<file path="src/rtl/dma_irq_pkg.sv">
package dma_irq_pkg;
  localparam int unsigned DATA_W   = 32;
  localparam int unsigned GRP_W    = 4;
  localparam int unsigned NUM_KIND = 3;
  localparam int unsigned OFS_STAT = 32'h0;
  localparam int unsigned OFS_CLR  = 32'h4;

  // kind 0 = done, 1 = half, 2 = error
  function automatic int unsigned flag_bit(int unsigned ch, int unsigned kind);
    return GRP_W * ch + 1 + kind;
  endfunction
endpackage

</file>
<file path="src/rtl/dma_irq_apb_dec.sv">
module dma_irq_apb_dec
  import dma_irq_pkg::*;
#(
  parameter int unsigned ADDR_W = 8
) (
  input  logic              psel,
  input  logic              penable,
  input  logic              pwrite,
  input  logic [ADDR_W-1:0] paddr,
  output logic              clr_we,
  output logic              rd_stat,
  output logic              rd_clr
);
  localparam logic [ADDR_W-1:0] A_STAT = ADDR_W'(OFS_STAT);
  localparam logic [ADDR_W-1:0] A_CLR  = ADDR_W'(OFS_CLR);

  logic access;
  assign access  = psel && penable;
  assign clr_we  = access && pwrite && (paddr == A_CLR);
  assign rd_stat = psel && !pwrite && (paddr == A_STAT);
  assign rd_clr  = psel && !pwrite && (paddr == A_CLR);
endmodule

</file>
<file path="src/rtl/dma_irq_chan.sv">
module dma_irq_chan
  import dma_irq_pkg::*;
(
  input  logic                clk,
  input  logic                rst_n,
  input  logic [NUM_KIND-1:0] ev,
  input  logic [NUM_KIND-1:0] clr,
  input  logic [NUM_KIND-1:0] ie,
  output logic [NUM_KIND-1:0] flag,
  output logic                irq
);
  logic [NUM_KIND-1:0] flag_q;

  // set has priority over clear in the same cycle
  always_ff @(posedge clk or negedge rst_n) begin
    if (!rst_n) flag_q <= '0;
    else        flag_q <= (flag_q & ~clr) | ev;
  end

  assign flag = flag_q;
  assign irq  = |(flag_q & ie);

  AST_EVENT_SETS: assert property (@(posedge clk) disable iff (!rst_n)
    (|ev) |=> ((flag_q & $past(ev)) == $past(ev)));
  AST_EVENT_BEATS_CLEAR: assert property (@(posedge clk) disable iff (!rst_n)
    (|(ev & clr)) |=> ((flag_q & $past(ev & clr)) == $past(ev & clr)));
  AST_CLEAR_DROPS: assert property (@(posedge clk) disable iff (!rst_n)
    (|(clr & ~ev)) |=> ((flag_q & $past(clr & ~ev)) == '0));
  AST_FLAG_HOLDS: assert property (@(posedge clk) disable iff (!rst_n)
    (ev == '0 && clr == '0) |=> $stable(flag_q));
endmodule

</file>
<file path="src/rtl/dma_irq_unit.sv">
module dma_irq_unit
  import dma_irq_pkg::*;
#(
  parameter int unsigned NUM_CH = 8,   // 1 to 8
  parameter int unsigned ADDR_W = 8
) (
  input  logic              pclk,
  input  logic              presetn,
  input  logic              psel,
  input  logic              penable,
  input  logic              pwrite,
  input  logic [ADDR_W-1:0] paddr,
  input  logic [31:0]       pwdata,
  output logic [31:0]       prdata,
  output logic              pready,
  input  logic [NUM_CH-1:0] ev_done,
  input  logic [NUM_CH-1:0] ev_half,
  input  logic [NUM_CH-1:0] ev_err,
  input  logic [NUM_CH-1:0] ie_done,
  input  logic [NUM_CH-1:0] ie_half,
  input  logic [NUM_CH-1:0] ie_err,
  output logic [NUM_CH-1:0] irq
);
  logic clr_we, rd_stat, rd_clr;
  logic [NUM_KIND-1:0] ch_flag [NUM_CH];
  logic [DATA_W-1:0]   stat_word;

  dma_irq_apb_dec #(.ADDR_W(ADDR_W)) u_dec (
    .psel    (psel),
    .penable (penable),
    .pwrite  (pwrite),
    .paddr   (paddr),
    .clr_we  (clr_we),
    .rd_stat (rd_stat),
    .rd_clr  (rd_clr)
  );

  for (genvar c = 0; c < NUM_CH; c++) begin : g_ch
    localparam int unsigned LO = flag_bit(c, 0);
    logic [NUM_KIND-1:0] clr_c;
    assign clr_c = clr_we ? pwdata[LO +: NUM_KIND] : '0;

    dma_irq_chan u_chan (
      .clk   (pclk),
      .rst_n (presetn),
      .ev    ({ev_err[c], ev_half[c], ev_done[c]}),
      .clr   (clr_c),
      .ie    ({ie_err[c], ie_half[c], ie_done[c]}),
      .flag  (ch_flag[c]),
      .irq   (irq[c])
    );
  end

  always_comb begin
    stat_word = '0;
    for (int unsigned c = 0; c < NUM_CH; c++)
      stat_word[flag_bit(c, 0) +: NUM_KIND] = ch_flag[c];
  end

  assign prdata = rd_stat ? stat_word : '0;
  assign pready = 1'b1;

  AST_PREADY_HIGH: assert property (@(posedge pclk) disable iff (!presetn)
    psel |-> pready);
  AST_CLR_READS_ZERO: assert property (@(posedge pclk) disable iff (!presetn)
    rd_clr |-> (prdata == '0));
  AST_IRQ_NEEDS_FLAG: assert property (@(posedge pclk) disable iff (!presetn)
    (|irq) |-> (stat_word != '0));
  AST_IDLE_BUS_QUIET: assert property (@(posedge pclk) disable iff (!presetn)
    !psel |-> (prdata == '0));
endmodule

</file>
<file path="config.mk">
export PLATFORM = sky130hd
export DESIGN_NAME = dma_irq_unit
export DESIGN_NICKNAME = d
export VERILOG_FILES = /design/src/rtl/dma_irq_pkg.sv /design/src/rtl/dma_irq_apb_dec.sv /design/src/rtl/dma_irq_chan.sv /design/src/rtl/dma_irq_unit.sv
export SDC_FILE = /design/constraint.sdc
export NUM_CORES = 1
export LEC_CHECK = 0
export ABC_AREA = 0
export BUFFER_PORTS_ARGS = -buffer_cell sky130_fd_sc_hd__buf_2
export CAP_MARGIN = 20
export CORE_MARGIN = 2
export CORE_UTILIZATION = 41
export CTS_BUF_LIST = sky130_fd_sc_hd__clkbuf_16
export CTS_CLUSTER_DIAMETER = 60
export DETAILED_ROUTE_END_ITERATION = 10
export GPL_TIMING_DRIVEN = 0
export PLACE_DENSITY = 0.83
export SETUP_SLACK_MARGIN = 0.15
export SLEW_MARGIN = 20
export SYNTH_ARGS = -nofsm -noshare
export SYNTH_HDL_FRONTEND = slang
export SYNTH_SLANG_ARGS = --single-unit
export TNS_END_PERCENT = 1
</file>
<file path="constraint.sdc">
create_clock -name pclk -period 1.2 [get_ports pclk]
set_clock_uncertainty 0.05 [all_clocks]
set_input_delay 0 -clock pclk [delete_from_list [all_inputs] [get_ports pclk]]
set_output_delay 0 -clock pclk [all_outputs]
set_load 0.01 [all_outputs]
</file>
# Yosys cells after proc, flatten, opt, wreduce, memory -nomap -nowiden
# Cells that the tools add are included.
# totals
ff_bits	24
input_bits	93
romBits	0
n_memories	0
ram_bits	0
latch_bits	0
# op_classes
reduce_logical	15
eq_ne	1
magnitude_cmp	0
muxes	9
bitwise_logic	32
n_div	0
n_addsub	0
multipliers	0
shifts	0
# ops
operator	n
3-bit AND	16
32-bit two-way mux	1
3-bit two-way mux	8
3-bit inverter	8
3-bit bitwise OR	8
3-bit OR reduction	8
8-bit by 3-bit equality test with 1-bit output (second input constant)	1
8-bit logical NOT	1
1-bit logical AND	5
1-bit logical NOT	1

# Longest topological paths before layout
# logic_depth
ltp_word	7
mapped_depth	4

# By module
# From an unflattened synthesis, not the netlist that was laid out.
# unflattened
hier_cells	158
hier_area_um2	1487.7
# modules_own_cells
module	cells_each	area_each_um2	instances
dma_irq_chan	11	122.6	8
dma_irq_unit	63	462.9	1
dma_irq_apb_dec	7	43.8	1

# Worst setup path after synthesis
# OpenSTA, ideal clock, no wires.
# synth_timing
path_kind	input to output
start	input paddr[3]
end	output prdata[10]
n_path_buf	2
arrival_time_ns	1.150
path_slack_ns	0.000
path_stages	4
required_ns	1.150
cell_sequence	or4b_1 -> buf_2 -> buf_6 -> nor4_2
# synth_between
elab_chain_len	3
# synth_lines
item	line	rtl
start: declaration	dma_irq_unit.sv:12	input logic [ADDR_W-1:0] paddr,
8-bit logical NOT	dma_irq_apb_dec.sv:20	assign rd_stat = psel && !pwrite && (paddr == A_STAT);
1-bit logical AND	dma_irq_apb_dec.sv:20	
32-bit two-way mux	dma_irq_unit.sv:60	assign prdata = rd_stat ? stat_word : '0;
end: declaration	dma_irq_unit.sv:14	output logic [31:0] prdata,
# Every way passes these cells.

# Worst setup path after layout
# layout_timing
start	input paddr[0]
end	output prdata[31]
# The elaborated chain is that of the path after synthesis.

==> flow_summary.json <==
{
  "status": "complete, but fails checks",
  "violations": "setup timing",
  "dp_hpwl_um": 4082,
  "grt_max_degree": 25,
  "report.final.hold_viol_count": 0,
  "synthCells": 201,
  "htreeDepth": 1,
  "fp.coreArea_um2": 4324,
  "grt_pass1_vias": 2119,
  "gp_congestion": 0.7794,
  "total_power_mw": 2.042,
  "synth-edff-count": 0,
  "ant_nets": 0,
  "fin_ws_ps": -229.7,
  "synthArstFlopShare_pct": 100.0,
  "drive_above_1_share_pct": 50.14,
  "ios": 134,
  "stdcell_count": 409,
  "place_worst_setup_slack_ps": -381.5,
  "cp.required_ps": 1150,
  "drt_iter0_markers": 112,
  "die_w_um": 70.66,
  "setup_viol": 32,
  "slew_headroom_pct": 62.92,
  "drcViolationCount": 0,
  "drv_cap": 0,
  "grt_use_total_pct": 22.87,
  "cts_buffers": 3,
  "cp-start-kind": "input port",
  "wl_per_cell_um": 14.03,
  "grt_antenna_before_repair": 0,
  "areaGrowthSynthToFinish_pct": 74.38,
  "die_area_um2": 4992,
  "cts-root-buf": "clkbuf_16",
  "min_path_type": "input port to register",
  "ys_warn_count": 0,
  "ir_drop_mv": 0.6475,
  "crit_type": "input port to output port",
  "cp_slowest_cell": "or4b_4",
  "fin_nets": 451,
  "clk_latency_ps": 250,
  "clk_pin_slew_worst_paths_ps": 60,
  "largest_reg_flops": 24,
  "critPathBufInv": 4,
  "numClockSinks": 24,
  "yosysSeqAreaShare_pct": 32.97,
  "place_area_um2": 2701,
  "path_max_fanout": 5,
  "worstPathArrival_ps": 1380,
  "dp.cells": 376,
  "endpoint_kind": "output port",
  "rsz0062_at_grt": "yes",
  "final_area_um2": 3177,
  "avgSynthCellArea_um2": 9.063,
  "grt_pass1_wl_um": 9246,
  "synth_cell_types": 20,
  "period_minus_slack_ps": 1430,
  "die-height_um": 70.66,
  "vias": 2074,
  "syn-cell-area_um2": 1822,
  "overflow": 0,
  "fmax_mhz": 699.4,
  "cts_tree": "built",
  "crit_family": "simple AND/OR/NAND/NOR gates",
  "worst_slew_pin_slew_ps": 556.2,
  "maxSlewViolCount": 0,
  "ys.flop_type": "dfrtp_1",
  "critical_path.max_stage_delay_ps": 540,
  "synth_seq_cells": 24,
  "crit_chain": "buf_6 > or4b_4 > buf_8 > buf_4 > nor4_2 > buf_2",
  "final_util_pct": 73.47,
  "fin_crit_sh_pct": 119.1,
  "p_leak_nw": 1.484,
  "portBuffers": 116,
  "via_per_inst": 5.071,
  "start_util_pct": 42.13,
  "dr.pass1.iters": 4,
  "cts_max_path_buffers": 2,
  "antenna_cells": 0,
  "powerDensity_nw_per_um2": 642.8,
  "row_count": 24,
  "routed_wl_um": 5740
}
[layout by cell type (no fill, tap or decap)]
| cell | n |
|---|---|
| buf_8 | 1 |
| buf_16 | 1 |
| dlygate4sd3_1 | 25 |
| or2_2 | 1 |
| buf_12 | 4 |
| and3_1 | 1 |
| nor4_2 | 3 |
| inv_1 | 32 |
| nor2_1 | 24 |
| nor4_1 | 1 |
| buf_4 | 20 |
| a41oi_1 | 24 |
| clkbuf_2 | 1 |
| nor4b_4 | 1 |
| clkbuf_16 | 3 |
| or4_4 | 1 |
| or4b_4 | 1 |
| buf_6 | 7 |
| clkbuf_1 | 5 |
| buf_2 | 114 |
| clkinv_1 | 1 |
| dfrtp_1 | 24 |
| a222oi_1 | 8 |
| nor4_4 | 21 |
| nor2b_1 | 24 |
| conb_1 | 9 |
[metal layers]
metal / share of wire (%) / track usage, % / vias up
met4: 1.8 / 6.080 / 0
met1: 38 / 26.15 / 973
li1: - / - / 1006
met3: 6.1 / 4.558 / 10
met5: 0 / 0 / -
met2: 54 / 43.29 / 85
[logic make-up after synthesis]
family	after synthesis	share of synthesized area, %
AO/OA/AOI/OAI	32	15.93
buffers and inverters	65	18.27
flip-flops	24	32.97
other	2	0.4122
AND/OR/NAND/NOR	78	32.42
[Yosys cell counts, types with 2 or more instances]
| cell type | n | area share [%] |
|---|---|---|
| conb_1 | 2 | 0.41 |
| buf_2 | 2 | 0.55 |
| nor4_4 | 2 | 2.3 |
| nor2b_1 | 24 | 8.2 |
| inv_1 | 32 | 6.6 |
| buf_4 | 19 | 7.8 |
| a222oi_1 | 8 | 4.4 |
| nor4_2 | 19 | 13 |
| dfrtp_1 | 24 | 33 |
| buf_6 | 2 | 1.2 |
| clkbuf_1 | 8 | 1.6 |
| nor4_1 | 4 | 1.4 |
| buf_1 | 2 | 0.41 |
| a41oi_1 | 24 | 12 |
| nor2_1 | 24 | 4.9 |
[cell type report]
class                           count  area, um2
Clock inverter                      1      3.754
Fill cell                         324       1147
Sequential cell                    24      600.6
Buffer                             33      290.3
Tap cell                           52      65.06
Clock buffer                        3      75.07
Inverter                           32      120.1
Timing Repair Buffer              145      905.9
Multi-Input combinational cell    119       1116
[where the power goes]
part	total, mW	switching [mW]	internal [mW]
Clock	0.727	0.282	0.445
Sequential	0.809	0.000263	0.809
Combinational	0.505	0.229	0.276
[what timing repair did]
| action | in CTS | in global routing |
|---|---|---|
| cloned | 1 | 0 |
| hold buffers | 25 | 0 |
| setup endpoints to repair | 52 | 52 |
| pin swaps | 8 | 12 |
| gates resized for setup | 19 | 13 |
| setup buffers | 3 | 0 |
| hold endpoints to repair | 48 | 0 |
[stage by stage]
step | hold slack [ps] | TNS [ps]
global placement | -38.47 | -12310
floorplan | -345.6 | 0
finish | 31.25 | -5530
global route | 38.08 | -7362
detailed placement | -32.28 | -12810
CTS | 29.84 | -6393
[worst paths after layout]
kind                                              from                     end  slack, ps  cells after the start
worst max-delay path                          paddr[0]              prdata[31]       -230                      6
worst min register to register  g_ch[4].u_chan.flag[1]  g_ch[4].u_chan.flag[1]        540                      2
worst max register to register  g_ch[6].u_chan.flag[2]  g_ch[6].u_chan.flag[2]        390                      2
min in group asynchronous                      presetn  g_ch[2].u_chan.flag[1]        230                      2
max in group asynchronous                      presetn  g_ch[0].u_chan.flag[1]        500                      2
worst min-delay path                         pwdata[1]  g_ch[0].u_chan.flag[0]         30                      3
[tightest hold or removal path, cell delays in order]
cell and delay [ps]:
buf_2 70, nor2b_1 110, a41oi_1 110
(Power assumes the default switching activity.)
